### config.mk
export PLATFORM = sky130hd
export DESIGN_NAME = ser_cfg_bank
export DESIGN_NICKNAME = d
export VERILOG_FILES = /design/src/rtl/cfgbank_pkg.sv /design/src/rtl/cfgbank_sync.sv /design/src/rtl/cfgbank_edge.sv /design/src/rtl/cfgbank_shift.sv /design/src/rtl/cfgbank_regs.sv /design/src/rtl/ser_cfg_bank.sv
export SDC_FILE = /design/constraint.sdc
export NUM_CORES = 1
export LEC_CHECK = 0
export ABC_AREA = 1
export BUFFER_PORTS_ARGS = -buffer_cell sky130_fd_sc_hd__buf_4
export CORE_UTILIZATION = 45
export DETAILED_ROUTE_END_ITERATION = 8
export PLACE_DENSITY = 0.67
export SLEW_MARGIN = 20
export SYNTH_ARGS = -nofsm -noshare
export SYNTH_HDL_FRONTEND = slang
export SYNTH_SLANG_ARGS = --single-unit
### constraint.sdc
create_clock -name clk -period 2.4 [get_ports clk]
set_input_delay 0.24 -clock clk [delete_from_list [all_inputs] [get_ports clk]]
set_output_delay 0.24 -clock clk [all_outputs]
set_load 0.1 [all_outputs]
### src/rtl/cfgbank_pkg.sv
package cfgbank_pkg;
    localparam int WORD_W   = 24;
    localparam int ADDR_W   = 2;
    localparam int PAY_W    = WORD_W - ADDR_W;
    localparam int NUM_REGS = 1 << ADDR_W;
    localparam int FREQ_W   = 22;
    localparam int DEV_W    = 8;
    localparam int DEV_LSB  = 13;
    localparam int ACC_W    = 3;
    localparam int ACC_LSB  = 18;
    localparam int DIV_BIT  = 17;
    localparam int MOD_BIT  = 16;
    localparam int PA_LSB   = 9;
    localparam int VCO_BIT  = 11;
    localparam int PLL_BIT  = 12;

    typedef enum logic [1:0] {
        PA_OFF   = 2'b00,
        PA_ATT10 = 2'b01,
        PA_ATT20 = 2'b10,
        PA_FULL  = 2'b11
    } pa_mode_e;

    typedef enum logic [ADDR_W-1:0] {
        SEL_A = 2'b00,
        SEL_B = 2'b01,
        SEL_C = 2'b10,
        SEL_D = 2'b11
    } reg_sel_e;

    typedef struct packed {
        pa_mode_e pa;
        logic     vco_en;
        logic     pll_en;
    } mode_ctl_t;

    typedef struct packed {
        logic [FREQ_W-1:0] freq0;
        logic [FREQ_W-1:0] freq1;
        logic [DEV_W-1:0]  dev;
        logic [ACC_W-1:0]  accel;
        logic              div512;
        logic              mod_off;
        mode_ctl_t         m0;
        mode_ctl_t         m1;
    } cfg_t;

    function automatic mode_ctl_t unpack_mode(input logic [PAY_W-1:0] p);
        mode_ctl_t m;
        m.pa     = pa_mode_e'(p[PA_LSB +: 2]);
        m.vco_en = p[VCO_BIT];
        m.pll_en = p[PLL_BIT];
        return m;
    endfunction

    function automatic reg_sel_e word_sel(input logic [WORD_W-1:0] w);
        return reg_sel_e'(w[WORD_W-1 -: ADDR_W]);
    endfunction
endpackage

### src/rtl/cfgbank_sync.sv
module cfgbank_sync #(
    parameter int WIDTH  = 3,
    parameter int STAGES = 2
) (
    input  logic             clk,
    input  logic             rst,
    input  logic [WIDTH-1:0] d,
    output logic [WIDTH-1:0] q
);
    genvar gi;
    generate
        for (gi = 0; gi < WIDTH; gi++) begin : g_bit
            logic [STAGES-1:0] chain;
            always_ff @(posedge clk) begin
                if (rst) chain <= '0;
                else     chain <= {chain[STAGES-2:0], d[gi]};
            end
            assign q[gi] = chain[STAGES-1];
        end
    endgenerate
endmodule

### src/rtl/cfgbank_edge.sv
module cfgbank_edge #(
    parameter int WIDTH = 2
) (
    input  logic             clk,
    input  logic             rst,
    input  logic [WIDTH-1:0] lvl,
    output logic [WIDTH-1:0] rise
);
    logic [WIDTH-1:0] prev;

    always_ff @(posedge clk) begin
        if (rst) prev <= '0;
        else     prev <= lvl;
    end

    assign rise = lvl & ~prev;
endmodule

### src/rtl/cfgbank_shift.sv
module cfgbank_shift #(
    parameter int WIDTH = 24
) (
    input  logic             clk,
    input  logic             rst,
    input  logic             shift_en,
    input  logic             din,
    output logic [WIDTH-1:0] q
);
    always_ff @(posedge clk) begin
        if (rst)           q <= '0;
        else if (shift_en) q <= {q[WIDTH-2:0], din};
    end
endmodule

### src/rtl/cfgbank_regs.sv
module cfgbank_regs
    import cfgbank_pkg::*;
(
    input  logic                clk,
    input  logic                rst,
    input  logic                load,
    input  logic [WORD_W-1:0]   word,
    output logic [NUM_REGS-1:0] wr_en,
    output cfg_t                cfg
);
    logic [PAY_W-1:0] payload [NUM_REGS];
    reg_sel_e         sel;

    assign sel = word_sel(word);

    always_comb begin
        wr_en = '0;
        if (load) wr_en[sel] = 1'b1;
    end

    genvar gr;
    generate
        for (gr = 0; gr < NUM_REGS; gr++) begin : g_reg
            always_ff @(posedge clk) begin
                if (rst)            payload[gr] <= '0;
                else if (wr_en[gr]) payload[gr] <= word[PAY_W-1:0];
            end
        end
    endgenerate

    always_comb begin
        cfg         = '0;
        cfg.freq0   = payload[SEL_A][FREQ_W-1:0];
        cfg.freq1   = payload[SEL_B][FREQ_W-1:0];
        cfg.accel   = payload[SEL_C][ACC_LSB +: ACC_W];
        cfg.div512  = payload[SEL_C][DIV_BIT];
        cfg.mod_off = payload[SEL_C][MOD_BIT];
        cfg.m0      = unpack_mode(payload[SEL_C]);
        cfg.dev     = payload[SEL_D][DEV_LSB +: DEV_W];
        cfg.m1      = unpack_mode(payload[SEL_D]);
    end

    logic unused_bits;
    assign unused_bits = ^{payload[SEL_C][21], payload[SEL_C][15:13], payload[SEL_C][8:0],
                           payload[SEL_D][21], payload[SEL_D][8:0]};
endmodule

### src/rtl/ser_cfg_bank.sv
module ser_cfg_bank
    import cfgbank_pkg::*;
#(
    parameter int SYNC_STAGES = 2
) (
    input  logic              clk,
    input  logic              rst,
    input  logic              ser_clk,
    input  logic              ser_data,
    input  logic              ser_strobe,
    output logic [FREQ_W-1:0] freq_m0,
    output logic [FREQ_W-1:0] freq_m1,
    output logic [DEV_W-1:0]  fsk_dev,
    output logic [ACC_W-1:0]  acq_accel,
    output logic              div_sel_512,
    output logic              mod_off,
    output logic [1:0]        pa_m0,
    output logic              vco_en_m0,
    output logic              pll_en_m0,
    output logic [1:0]        pa_m1,
    output logic              vco_en_m1,
    output logic              pll_en_m1
);
    localparam int PIN_N = 3;
    localparam int P_CLK = 0;
    localparam int P_DAT = 1;
    localparam int P_STB = 2;

    logic [PIN_N-1:0]    pins_s;
    logic [1:0]          rises;
    logic                clk_rise, stb_rise, stb_lvl, data_s, shift_en;
    logic [WORD_W-1:0]   shreg;
    logic [NUM_REGS-1:0] wr_en;
    cfg_t                cfg;

    cfgbank_sync #(.WIDTH(PIN_N), .STAGES(SYNC_STAGES)) u_sync (
        .clk(clk), .rst(rst),
        .d({ser_strobe, ser_data, ser_clk}),
        .q(pins_s)
    );

    assign data_s  = pins_s[P_DAT];
    assign stb_lvl = pins_s[P_STB];

    cfgbank_edge #(.WIDTH(2)) u_edge (
        .clk(clk), .rst(rst),
        .lvl({pins_s[P_STB], pins_s[P_CLK]}),
        .rise(rises)
    );

    assign clk_rise = rises[0];
    assign stb_rise = rises[1];
    assign shift_en = clk_rise & ~stb_lvl;

    cfgbank_shift #(.WIDTH(WORD_W)) u_shift (
        .clk(clk), .rst(rst),
        .shift_en(shift_en),
        .din(data_s),
        .q(shreg)
    );

    cfgbank_regs u_regs (
        .clk(clk), .rst(rst),
        .load(stb_rise),
        .word(shreg),
        .wr_en(wr_en),
        .cfg(cfg)
    );

    assign freq_m0     = cfg.freq0;
    assign freq_m1     = cfg.freq1;
    assign fsk_dev     = cfg.dev;
    assign acq_accel   = cfg.accel;
    assign div_sel_512 = cfg.div512;
    assign mod_off     = cfg.mod_off;
    assign pa_m0       = cfg.m0.pa;
    assign vco_en_m0   = cfg.m0.vco_en;
    assign pll_en_m0   = cfg.m0.pll_en;
    assign pa_m1       = cfg.m1.pa;
    assign vco_en_m1   = cfg.m1.vco_en;
    assign pll_en_m1   = cfg.m1.pll_en;
endmodule

### Word level (Yosys, flattened, before mapping)

Memories as Yosys holds them, arrays and structs flattened.
Index checks and enable logic that the tools add are counted.
Widths: inputs -> output; s select.

| word-level totals | value |
|---|---|
| RAM bits | 88 |
| logic and storage cells | 38 |
| memories kept | 1 |
| output and inout bits | 65 |
| input bits | 5 |
| bits in registers | 32 |

Memory list:

| memory | depth | bits a word | read ports | clocked after memory_dff | wr ports | RTL line | text |
|---|---|---|---|---|---|---|---|
| u_regs.payload | 4 | 22 | 4 | 0 | 4 | cfgbank_regs.sv:11 | `logic [PAY_W-1:0] payload [NUM_REGS];` |

| operators by class | value |
|---|---|
| mux-type cells | 21 |
| reductions and logical operators | 1 |
| $lt $le $gt $ge | 2 |
| bitwise gates (word level) | 8 |

Operators with widths:

| operator | number |
|---|---|
| $mux 22 | 4 |
| $mux 1 | 15 |
| $mux 4 | 1 |
| $or 1x1->1 | 4 |
| $lt 2x3->1 const B | 1 |
| $and 2x2->2 | 1 |
| $demux 1 s2 | 1 |
| $ge 2x1->1 const B | 1 |
| $not 2->2 | 1 |
| $and 1x1->1 | 1 |
| $logic_and 1x1->1 | 1 |
| $not 1->1 | 1 |

### Depth between registers and ports, before layout

Gate-level depths: netlist of run 1.

| logic depth | value |
|---|---|
| depth in word-level cells | 9 |
| gate-level depth with buffers | 6 |
| depth with buffers taken out | 5 |

### By module

From an unflattened synthesis of run 1, not the netlist that was laid out.

| second synthesis, totals | value |
|---|---|
| cell total of the unflattened synthesis | 358 |
| area, all modules | 3,703.6 um^2 |

Modules (own cells, without submodules):

| module | area each (um^2) | cells an instance | seq. area each (um^2) | instances |
|---|---|---|---|---|
| cfgbank_regs | 2,458.6 | 175 | 1,951.9 | 1 |
| cfgbank_shift | 984.7 | 152 | 480.5 | 1 |
| cfgbank_sync | 187.7 | 21 | 120.1 | 1 |
| cfgbank_edge | 62.6 | 8 | 40.0 | 1 |
| ser_cfg_bank | 10.0 | 2 | 0.0 | 1 |

### Worst setup path after synthesis of run 1

No wires, ideal clock.

| timing | value |
|---|---|
| path kind | input port to flip-flop |
| start point | input rst |
| end point | memory u_regs.payload[0][0] (netlist name), enable pin |
| library setup time | 0.379 ns |
| cell stages on the path | 5 |
| data arrival time | 1.192 ns |
| slack | 0.830 ns |
| required time | 2.021 ns |
| buffers on the path | 3 |
| path through | buf_4 > inv_4 > buf_6 > buf_6 > nand2_1 |

RTL lines:

| item | RTL line | text |
|---|---|---|
| start, declared | ser_cfg_bank.sv:7 | `input logic rst,` |
| end, declared | cfgbank_regs.sv:11 |  |

==> load_flow_metrics.sql, run 1 <==
INSERT INTO impl_metrics (metric_group, metric, value, unit) VALUES
('synth', 'ys_types', '15', ''),
('synth', 'synth-edff-count', '65', ''),
('global_route', 'grt_pass1_vias', '2022', ''),
('sta', 'timing.final.hold_violations', '0', ''),
('critical_path', 'cp_cell_sequence', 'inv_2, nor2_8, nand3_1, nand2_1, buf_4', ''),
('route', 'via_count', '2272', ''),
('die', 'chipHeight', '91.5', 'um'),
('critical_path', 'cell_type_of_the_slowest_stage_on_the_worst_timing_path', 'sky130_fd_sc_hd__nand2_1', ''),
('clock_network', 'cts.htree.levels', '3', ''),
('synth', 'synth_compound_area_share', '0', '%'),
('synth', 'postSynth.asyncResetShare', '0', '%'),
('status', 'outcome', 'complete, no violations', ''),
('synth', 'synth-adder-area-share', '0', '%'),
('place', 'placement.cell_area', '4180', 'um2'),
('clock_network', 'cts.repair_timing.setup_buffer_count', '0', ''),
('synth', 'syn_nets', '333', ''),
('die', 'ios', '70', ''),
('finish', 'area_delta_synth_final', '21.2', '%'),
('clock_network', 'cts_resized', '0', ''),
('place', 'dp.cells', '488', ''),
('route', 'detail_route.drc_violations', '0', ''),
('finish', 'design_area', '4370', 'um2'),
('critical_path', 'timing.reg2reg.setup_slack', '0.78', 'ns'),
('synth', 'synth.top_cells.by_count', '121 x sky130_fd_sc_hd__nor2_1, 65 x sky130_fd_sc_hd__edfxtp_1, 52 x sky130_fd_sc_hd__nand2_1', ''),
('synth', 'synthDominantCellAreaShare', '54.2', '%'),
('sta', 'finalMaxSlewViolations', '0', ''),
('power_and_ir_drop', 'ir_drop', '358', 'uV'),
('clock_network', 'clk_path_buf_depth', '2', ''),
('sta', 'timing.fmax', '619', 'MHz'),
('synth', 'syn-mean-instance-area', '11.0', 'um2'),
('synth', 'synthDominantAreaCellType', 'sky130_fd_sc_hd__edfxtp_1', ''),
('route', 'total_length_of_routed_wires', '6500', 'um'),
('clock_network', 'worst_setup_hold_path_clk_slew', '0.09', 'ns'),
('sta', 'setup-violations-final', '0', ''),
('die', 'std_cell_rows', '32', ''),
('synth', 'yosys.area_share.simple', '21.5', '%'),
('critical_path', 'timing.critical_path.slowest_cell_delay', '0.34', 'ns'),
('place', 'dp_wirelength', '4310', 'um'),
('clock_network', 'tritoncts.num_buffers', '9', ''),
('clock_network', 'clock_insertion_delay_worst_skew', '0.38', 'ns'),
('synth', 'synth_top_family_by_area', 'simple AND/OR/NAND/NOR gates', ''),
('critical_path', 'critical_path.startpoint_type', 'register', ''),
('critical_path', 'worst_ep_arrival_time', '1.69', 'ns'),
('clock_network', 'cts-hold-fix-buffers', '0', ''),
('critical_path', 'timing.critical_path.fanout_max', '13', ''),
('sta', 'period_share', '67.3', '%'),
('critical_path', 'crit_type', 'register to register', ''),
('clock_network', 'clkSinkCount', '97', ''),
('finish', 'final_net_count', '402', ''),
('global_route', 'global_route.usage.total', '16.4', '%'),
('sta', 'relSlewSlack', '60.6', '%'),
('clock_network', 'cts_tree', 'done', ''),
('synth', 'sequential_to_total_area_share_from_yosys_stat', '72.0', '%'),
('critical_path', 'path_buf_inv', '2', ''),
('finish', 'final-instance-count-excl-fill', '504', ''),
('route', 'via_per_inst', '4.51', ''),
('synth', 'postSynthCellCount', '328', ''),
('critical_path', 'critical_path.endpoint_type', 'register', ''),
('synth', 'number_of_synthesized_register_bits', '97', ''),
('synth', 'synth_top_cells_by_area', 'sky130_fd_sc_hd__edfxtp_1 54%, sky130_fd_sc_hd__dfxtp_1 18%, sky130_fd_sc_hd__nor2_1 13%', ''),
('synth', 'synth_top_flop_cell', 'sky130_fd_sc_hd__edfxtp_1', ''),
('sta', 'setup_tns', '0', 'ns'),
('synth', 'synth.yosys.warnings', '0', ''),
('finish', 'final_layout_size_suffix_gt1_share', '24.4', '%'),
('synth', 'synth_most_common_cell', 'sky130_fd_sc_hd__nor2_1', ''),
('global_route', 'grt_max_degree', '49', ''),
('die', 'die_w', '91.5', 'um'),
('sta', 'worst-slew-pin-transition', '0.590', 'ns'),
('global_route', 'grt_remaining_overflow', '0', ''),
('global_route', 'antenna_found_initial', '0', ''),
('place', 'routabilityCongestion', '0.706', '');
==> metal layers <==
layer | vias to the layer above | track usage (%) | share of wire, % | wire [um]
li1 | 1161 | - | - | -
met1 | 1050 | 20.2 | 43 | 2800
met2 | 51 | 26.9 | 51 | 3300
met3 | 10 | 3.52 | 4.3 | 282
met4 | 0 | 8.86 | 1.9 | 126
met5 | - | 0 | 0 | 0
==> worst paths after layout <==
kind | end | cells after the start | startpoint
setup / recovery | u_regs.payload[0][7] | 5 | u_sync.g_bit[2].chain[1]
hold / removal | u_sync.g_bit[0].chain[0] | 3 | ser_clk
setup reg to reg | u_regs.payload[0][7] | 5 | u_sync.g_bit[2].chain[1]
hold reg to reg | u_sync.g_bit[0].chain[1] | 2 | u_sync.g_bit[0].chain[0]
==> cells in the final DEF, fill, tap and decap left out, drive strengths merged <==
cell type,instances
nand3,5
nor2,122
clkbuf,9
buf,72
inv,37
dfxtp,32
clkinv,1
clkinvlp,3
nand2,52
edfxtp,65
nand4,4
==> tightest hold or removal path, cell delays in order <==
cell and delay, ns:
sky130_fd_sc_hd__buf_4 0.07, sky130_fd_sc_hd__inv_1 0.03, sky130_fd_sc_hd__nor2_1 0.06
==> per-stage QoR <==
step                hold slack (ns)  worst slack (ns)  total power [uW]  util, %
floorplan                     0.347             0.830              2350        -
global placement              0.392             0.779              2450     54.1
detailed placement            0.398             0.773              2460     54.1
CTS                          0.0641             0.772              3420     56.5
global route                 0.0807             0.665              3520     56.5
finish                       0.0664             0.785              3410     56.5
==> registers in the layout (all words and copies together) (netlist names) <==
signal / cells
u_regs.payload: 65
u_edge.prev: 2
u_sync.g_bit.chain: 6
u_shift.q: 24
==> cells by family (layout without fill, tap and decap cells) <==
family,count (synthesis),in the layout
simple gates,183,183
flops,97,97
buf+inv,48,122
==> where the power goes <==
group | total [uW] | internal (uW) | leakage [uW] | switching, uW
Combinational | 541 | 90.2 | 0.000868 | 451
Clock | 996 | 396 | 0.0000859 | 601
Sequential | 1880 | 1850 | 0.000936 | 29.6
==> final cells by class <==
type	count	area, um2
clock buffer	9	124
sequential	97	2590
timing repair buffer	72	553
inverter	34	130
clock inverter	7	62.6
fill	684	3360
multi-input combinational	183	776
tap	102	128
No activity file was read; power rests on OpenSTA's default activity.
==> run 2, diff against run 1 <==
--- a/config.mk
+++ b/config.mk
@@ -5,7 +5,7 @@
 export SDC_FILE = /design/constraint.sdc
 export NUM_CORES = 1
 export LEC_CHECK = 0
-export ABC_AREA = 1
+export ABC_AREA = 0
 export BUFFER_PORTS_ARGS = -buffer_cell sky130_fd_sc_hd__buf_4
 export CORE_UTILIZATION = 45
 export DETAILED_ROUTE_END_ITERATION = 8
==> constraint.sdc (replaced) <==
create_clock -name clk -period 1.5 [get_ports clk]
set_input_delay 0.15 -clock clk [delete_from_list [all_inputs] [get_ports clk]]
set_output_delay 0.15 -clock clk [all_outputs]
set_load 0.1 [all_outputs]
==> run 2 against run 1 <==
  * Routed wire length rose by 4.1%
  * Critical path depth fell by 2
  * Synthesized cell count fell by 23%
  * Total power rose by 60%
  * Sequential cell count did not move
  * Sequential share of layout area fell by 2.8 points
  * Cell count fell by 14%
  * Via count fell by 4.8%
  * Clock power rose by 54%
  * Combinational power rose by 74%
  * Largest power group unchanged
==> load_flow_metrics.sql, run 2 <==
INSERT INTO impl_metrics (metric_group, metric, value, unit) VALUES
('status', 'outcome', 'complete, no violations', ''),
('synth', 'synthDominantAreaCellType', 'sky130_fd_sc_hd__edfxtp_1', ''),
('synth', 'synth-adder-area-share', '0', '%'),
('power_and_ir_drop', 'power_per_cell_area', '1190', 'nW/um2'),
('synth', 'syn-mean-instance-area', '14.6', 'um2'),
('clock_network', 'cts-hold-fix-buffers', '3', ''),
('synth', 'synth.top_cells.by_count', '65 x sky130_fd_sc_hd__edfxtp_1, 50 x sky130_fd_sc_hd__and3_1, 32 x sky130_fd_sc_hd__dfxtp_1', ''),
('route', 'via_count', '2162', ''),
('finish', 'final.fill_count', '638', ''),
('die', 'fp.coreArea', '7810', 'um2'),
('power_and_ir_drop', 'seq_power_share', '54.5', '%'),
('finish', 'final_common_cell', 'sky130_fd_sc_hd__buf_4', ''),
('synth', 'synth_top_cells_by_area', 'sky130_fd_sc_hd__edfxtp_1 53%, sky130_fd_sc_hd__dfxtp_1 17%, sky130_fd_sc_hd__and3_1 8.5%', ''),
('critical_path', 'worst_ep_arrival_time', '1.41', 'ns'),
('sta', 'finalMaxSlewViolations', '0', ''),
('sta', 'timing.fmax', '727', 'MHz'),
('synth', 'yosys.area_share.simple', '19.3', '%'),
('critical_path', 'cell_type_of_the_slowest_stage_on_the_worst_timing_path', 'sky130_fd_sc_hd__dfxtp_1', ''),
('sta', 'final_critical_path_setup_slack', '0.125', 'ns'),
('route', 'route.detailed.wl_per_inst', '15.7', 'um'),
('die', 'start_util', '47.2', '%'),
('critical_path', 'crit_type', 'register to register', ''),
('min_path', 'worstHoldStart', 'rst', ''),
('synth', 'number_of_synthesized_register_bits', '97', ''),
('global_route', 'grt_remaining_overflow', '0', ''),
('die', 'chipHeight', '92.5', 'um'),
('clock_network', 'cts_resized', '0', ''),
('synth', 'synth_most_common_cell', 'sky130_fd_sc_hd__edfxtp_1', ''),
('clock_network', 'cts_tree', 'done', ''),
('power_and_ir_drop', 'p_leak', '0.00193', 'uW'),
('synth', 'synth.yosys.warnings', '0', ''),
('clock_network', 'clk_path_buf_depth', '2', ''),
('finish', 'number_of_diodes_added_for_antenna_fixing', '0', ''),
('synth', 'synth-edff-count', '65', ''),
('synth', 'postSynthCellCount', '252', ''),
('synth', 'synth_top_flop_cell', 'sky130_fd_sc_hd__edfxtp_1', ''),
('critical_path', 'timing.critical_path.fanout_max', '22', ''),
('clock_network', 'clockRootBuffer', 'sky130_fd_sc_hd__clkbuf_8', ''),
('synth', 'fraction_of_synthesized_cell_area_in_xor_and_xnor_cells', '0', '%'),
('critical_path', 'critical_path.startpoint_type', 'register', ''),
('synth', 'synth_top_family_by_area', 'simple AND/OR/NAND/NOR gates', ''),
('clock_network', 'cts.repair_timing.setup_buffer_count', '0', ''),
('finish', 'design_area', '4580', 'um2'),
('sta', 'setup_tns', '0', 'ns'),
('global_route', 'grt_pass1_vias', '2055', ''),
('synth', 'syn_nets', '257', ''),
('die', 'std_cell_rows', '32', ''),
('synth', 'ys_types', '20', ''),
('synth', 'postSynth.asyncResetShare', '0', '%'),
('die', 'die_w', '92.5', 'um'),
('place', 'routabilityCongestion', '0.756', ''),
('power_and_ir_drop', 'netSwitchingPower', '1720', 'uW'),
('min_path', 'hp-class', 'input port to register', ''),
('critical_path', 'cp_cell_sequence', 'nor2b_1, buf_4, a21o_4', ''),
('sta', 'unrepaired_setup_endpoints_after_global_routing', 'no', ''),
('clock_network', 'clkSinkCount', '97', ''),
('route', 'via_per_inst', '5.00', ''),
('power_and_ir_drop', 'internal_power_contribution', '3730', 'uW'),
('power_and_ir_drop', 'power', '5450', 'uW'),
('sta', 'period_share', '91.6', '%'),
('synth', 'synthDominantCellAreaShare', '53.0', '%'),
('route', 'drtPass1Iterations', '4', ''),
('critical_path', 'critPathRequiredTime', '1.54', 'ns'),
('sta', 'timing.final.hold_violations', '0', ''),
('place', 'placement.cell_area', '4370', 'um2'),
('sta', 'setup-violations-final', '0', ''),
('sta', 'worst_clock_skew', '0.00638', 'ns'),
('finish', 'final_net_count', '330', ''),
('place', 'pre_cts_slack', '0.140', 'ns'),
('finish', 'registers.top_by_ff_count', 'u_regs.payload', ''),
('critical_path', 'crit_start', 'u_sync.g_bit[2].chain[1]', ''),
('critical_path', 'critical_path.endpoint_type', 'register', ''),
('clock_network', 'cts.htree.levels', '3', ''),
('synth', 'synth.mux.area_fraction', '6.52', '%'),
('job', 'max_cap_violations', '0', ''),
('place', 'port-buffer-count', '69', ''),
('route', 'antenna_violating_nets_post_route', '0', ''),
('synth', 'synth_compound_area_share', '0.849', '%'),
('power_and_ir_drop', 'part_of_the_total_power_dissipated_in_combinational_logic', '17.3', '%'),
('route', 'drt_first_iter_violations', '99', ''),
('power_and_ir_drop', 'power_frac_clock', '28.2', '%'),
('global_route', 'grt_pass1_wl', '10500', 'um'),
('power_and_ir_drop', 'p_sw_share', '31.6', '%'),
('place', 'dp_wirelength', '4430', 'um'),
('clock_network', 'clock_insertion_delay_worst_skew', '0.36', 'ns'),
('critical_path', 'timing.critical_path.slowest_cell_delay', '0.42', 'ns'),
('die', 'area_of_the_die', '8560', 'um2'),
('finish', 'final_layout_size_suffix_gt1_share', '30.9', '%'),
('critical_path', 'timing.rr.start', 'u_sync.g_bit[2].chain[1]', ''),
('die', 'ios', '70', ''),
('sta', 'relSlewSlack', '78.7', '%'),
('clock_network', 'tritoncts.num_buffers', '9', ''),
('global_route', 'antenna_found_initial', '0', ''),
('synth', 'sequential_to_total_area_share_from_yosys_stat', '70.3', '%'),
('finish', 'area_delta_synth_final', '24.3', '%'),
('clock_network', 'worst_setup_hold_path_clk_slew', '0.09', 'ns'),
('finish', 'reg_top3', 'u_regs.payload x65, u_shift.q x24, u_sync.g_bit.chain x6', ''),
('sta', 'worst-slew-pin-transition', '0.320', 'ns'),
('route', 'total_length_of_routed_wires', '6770', 'um'),
('route', 'detail_route.drc_violations', '0', ''),
('sta', 'finalCriticalPeriod', '1.37', 'ns'),
('synth', 'post_synth_instance_area', '3690', 'um2'),
('finish', 'mostFrequentLayoutCells', '77 x sky130_fd_sc_hd__buf_4, 65 x sky130_fd_sc_hd__edfxtp_1, 50 x sky130_fd_sc_hd__and3_1', ''),
('global_route', 'grt_max_degree', '66', ''),
('global_route', 'global_route.usage.total', '16.7', '%'),
('power_and_ir_drop', 'ir_drop', '570', 'uV'),
('finish', 'largest_register_ffs', '65', '');
[run 2: power groups by stage]
stage               logic, uW  registers [uW]  clock network, uW
floorplan                96.4            3690                  0
global placement          936            3030                  0
detailed placement        940            3030                  0
CTS                       947            2970               1570
global route              963            2980               1660
finish                    944            2970               1530
[run 2: critical path, delay by kind of cell (launching register included)]
kind / cells / cell delay [ns]
flops: 1 / 0.42
buf+inv: 1 / 0.14
simple gates: 1 / 0.16
compound gates: 1 / 0.32
[run 2: cell type report]
| type | count | area (um2) | share of cell area [%] |
|---|---|---|---|
| Sequential cell | 97 | 2590 | 56.6 |
| Inverter | 1 | 3.75 | 0.0819 |
| Tap cell | 102 | 128 | 2.79 |
| Multi-Input combinational cell | 133 | 1010 | 22.1 |
| Clock buffer | 9 | 124 | 2.70 |
| Clock inverter | 7 | 53.8 | 1.17 |
| Timing Repair Buffer | 83 | 668 | 14.6 |
[run 2: metal layers]
metal / global-route usage (%) / share of wire (%) / vias to the layer above / wire length [um]
met5: 0 / 0 / - / 0
li1: - / - / 1076 / -
met4: 6.90 / 1.7 / 0 / 113
met1: 20.8 / 47 / 1032 / 3160
met3: 3.94 / 3.5 / 9 / 237
met2: 28.0 / 48 / 45 / 3260
[run 2: cell families (layout without fill, tap and decap cells)]
group	count (synthesis)	count (layout)
DFF	97	97
and+or+nand+nor	105	105
AOI/OAI and AO/OA	4	4
buffers and inverters	22	100
muxes	24	24
[run 2: path summary, 6_finish.rpt]
| path | endpoint | slack [ns] | depth (start not counted) |
|---|---|---|---|
| max reg2reg | u_regs.payload[0][8] | 0.13 | 3 |
| min | u_edge.prev[1] | 0.12 | 2 |
| max | u_regs.payload[0][8] | 0.13 | 3 |
| min reg2reg | u_sync.g_bit[0].chain[1] | 0.44 | 1 |
[run 2: per-stage QoR]
step | hold slack, ns | instances | utilization (%)
finish | 0.122 | 432 | 58.7
global route | 0.126 | 432 | 58.7
CTS | 0.107 | 432 | 58.7
detailed placement | 0.365 | 413 | 56.0
global placement | 0.365 | 413 | 56.0
floorplan | 0.278 | 252 | -
==> run 3, diff against run 2 <==
--- a/config.mk
+++ b/config.mk
@@ -7,9 +7,9 @@
 export LEC_CHECK = 0
 export ABC_AREA = 0
 export BUFFER_PORTS_ARGS = -buffer_cell sky130_fd_sc_hd__buf_4
-export CORE_UTILIZATION = 45
+export CORE_UTILIZATION = 50
 export DETAILED_ROUTE_END_ITERATION = 8
-export PLACE_DENSITY = 0.67
+export PLACE_DENSITY = 0.73
 export SLEW_MARGIN = 20
 export SYNTH_ARGS = -nofsm -noshare
 export SYNTH_HDL_FRONTEND = slang
==> run 3 against run 2 <==
  * Sequential share of layout area about the same
  * Clock power increased by 20%
  * Sequential power about the same
  * First-iteration DRC count increased by 12%
  * Non-clock buffer count decreased by 2
  * Cell count decreased by 1.9%
  * Clock skew increased by 0.0057 ns
  * Total power increased by 5.3%
  * Critical path type unchanged
==> load_flow_metrics.sql, run 3 (synthesis gave the netlist of run 2 again) <==
INSERT INTO impl_metrics (metric_group, metric, value, unit) VALUES
('route', 'via_count', '2184', ''),
('finish', 'number_of_diodes_added_for_antenna_fixing', '0', ''),
('clock_network', 'tritoncts.num_buffers', '9', ''),
('global_route', 'antenna_found_initial', '0', ''),
('sta', 'timing.fmax', '703', 'MHz'),
('job', 'max_cap_violations', '0', ''),
('die', 'area_of_the_die', '7720', 'um2'),
('finish', 'final_common_cell', 'sky130_fd_sc_hd__buf_4', ''),
('sta', 'worst_clock_skew', '0.0120', 'ns'),
('global_route', 'grt_pass1_wl', '10400', 'um'),
('sta', 'setup_tns', '0', 'ns'),
('clock_network', 'cts_tree', 'done', ''),
('finish', 'seqCellArea', '2590', 'um2'),
('min_path', 'hp-class', 'input port to register', ''),
('route', 'met1_length', '2990', 'um'),
('power_and_ir_drop', 'ir_drop', '764', 'uV'),
('sta', 'unrepaired_setup_endpoints_after_global_routing', 'no', ''),
('finish', 'area_of_the_multi_input_gates', '1010', 'um2'),
('sta', 'timing.final.hold_violations', '0', ''),
('min_path', 'hold_depth', '2', ''),
('critical_path', 'critical_path.endpoint_type', 'register', ''),
('sta', 'relSlewSlack', '78.9', '%'),
('die', 'fp.coreArea', '6940', 'um2'),
('finish', 'area_delta_synth_final', '24.3', '%'),
('clock_network', 'clock_insertion_delay_worst_skew', '0.36', 'ns'),
('route', 'detail_route.drc_violations', '0', ''),
('finish', 'largest_register_ffs', '65', ''),
('clock_network', 'worst_setup_hold_path_clk_slew', '0.08', 'ns'),
('die', 'std_cell_rows', '30', ''),
('status', 'outcome', 'complete, no violations', ''),
('finish', 'mostFrequentLayoutCells', '78 x sky130_fd_sc_hd__buf_4, 65 x sky130_fd_sc_hd__edfxtp_1, 50 x sky130_fd_sc_hd__and3_1', ''),
('critical_path', 'critPathRequiredTime', '1.53', 'ns'),
('finish', 'final.fill_count', '516', ''),
('route', 'routed-wl-met3', '334', 'um'),
('finish', 'reg_top3', 'u_regs.payload x65, u_shift.q x24, u_sync.g_bit.chain x6', ''),
('die', 'ios', '70', ''),
('place', 'dp_wirelength', '4630', 'um'),
('route', 'top_signal_layer_used', 'met4', ''),
('die', 'die_w', '87.9', 'um'),
('finish', 'final_layout_size_suffix_gt1_share', '31.1', '%'),
('critical_path', 'worst_ep_arrival_time', '1.45', 'ns'),
('sta', 'period_share', '94.8', '%'),
('die', 'chipHeight', '87.9', 'um'),
('sta', 'worst-slew-pin-transition', '0.316', 'ns'),
('global_route', 'grt_pass1_vias', '2052', ''),
('sta', 'finalCriticalPeriod', '1.42', 'ns'),
('critical_path', 'rr_worst_depth', '2', ''),
('critical_path', 'crit_type', 'register to register', ''),
('clock_network', 'clkSinkCount', '97', ''),
('global_route', 'grt_remaining_overflow', '0', ''),
('clock_network', 'cts.htree.levels', '3', ''),
('route', 'route.met2.wl', '3360', 'um'),
('finish', 'registers.top_by_ff_count', 'u_regs.payload', ''),
('route', 'drtPass1Iterations', '4', ''),
('route', 'drt_first_iter_violations', '111', ''),
('global_route', 'grt_max_degree', '56', ''),
('clock_network', 'clk_path_buf_depth', '2', ''),
('finish', 'final_net_count', '328', ''),
('die', 'start_util', '53.1', '%'),
('global_route', 'global_route.usage.total', '18.8', '%'),
('sta', 'setup-violations-final', '0', ''),
('power_and_ir_drop', 'power_per_cell_area', '1250', 'nW/um2'),
('place', 'port-buffer-count', '69', ''),
('critical_path', 'critical_path.startpoint_type', 'register', ''),
('sta', 'finalMaxSlewViolations', '0', ''),
('clock_network', 'clockRootBuffer', 'sky130_fd_sc_hd__clkbuf_8', ''),
('critical_path', 'timing.critical_path.fanout_max', '22', ''),
('sta', 'holdWs', '0.0147', 'ns'),
('place', 'routabilityCongestion', '0.786', ''),
('route', 'total_length_of_routed_wires', '6870', 'um'),
('power_and_ir_drop', 'p_leak', '0.00194', 'uW'),
('route', 'antenna_violating_nets_post_route', '0', ''),
('route', 'via_per_inst', '5.15', ''),
('route', 'route.detailed.wl_per_inst', '16.2', 'um');
-- run 3: per-layer routing --
| layer | track usage (%) | vias up |
|---|---|---|
| met5 | 0 | - |
| met4 | 9.99 | 0 |
| met3 | 4.52 | 15 |
| met2 | 30.0 | 67 |
| met1 | 24.0 | 1030 |
| li1 | - | 1072 |
-- run 3: through the flow --
step                      total power [uW]  util (%)  instances  cell area [um2]  worst slack (ns)
after floorplan                       3790         -        252             3700            0.0140
final                                 5740      66.0        424             4580            0.0778
after CTS                             5750      66.0        424             4580            0.0739
after detailed placement              3970      62.7        407             4350          -0.00694
after global placement                3960      62.7        407             4350            0.0356
after global routing                  5890      66.0        424             4580           0.00402
-- run 3: power breakdown --
part           switching [uW]  total, uW  leakage [uW]  internal, uW
clock network             891       1830      0.000103           936
logic                     770        937      0.000937           167
registers                34.5       2970      0.000897          2940
-- run 3: what timing repair did --
action,in CTS,in global routing
endpoints found under the hold margin,1,0
pin swaps,0,1
gates resized for setup,1,0
buffers inserted,0,0
hold buffers,1,0
endpoints found under the setup margin,44,3
-- run 3: cell type report --
| class | count | area share, % |
|---|---|---|
| repair buffers | 81 | 13.9 |
| flip-flops and latches | 97 | 56.6 |
| clock buffers | 9 | 2.70 |
| inverters | 1 | 0.0819 |
| multi-input cells | 133 | 22.1 |
| clock inverters | 7 | 2.02 |
| well taps | 96 | 2.62 |
-- run 3: critical path, cell delays in order (launching register included) --
cell,delay (ns)
sky130_fd_sc_hd__dfxtp_1,0.44
sky130_fd_sc_hd__nor2b_2,0.30
sky130_fd_sc_hd__a21o_4,0.36
-- run 3: path summary, 6_finish.rpt --
| check | start | endpoint | slack, ns |
|---|---|---|---|
| max | u_sync.g_bit[2].chain[1] | u_regs.payload[0][1] | 0.08 |
| max reg2reg | u_sync.g_bit[2].chain[1] | u_regs.payload[0][1] | 0.08 |
| min | ser_data | u_sync.g_bit[1].chain[0] | 0.01 |
| min reg2reg | u_sync.g_bit[2].chain[0] | u_sync.g_bit[2].chain[1] | 0.44 |
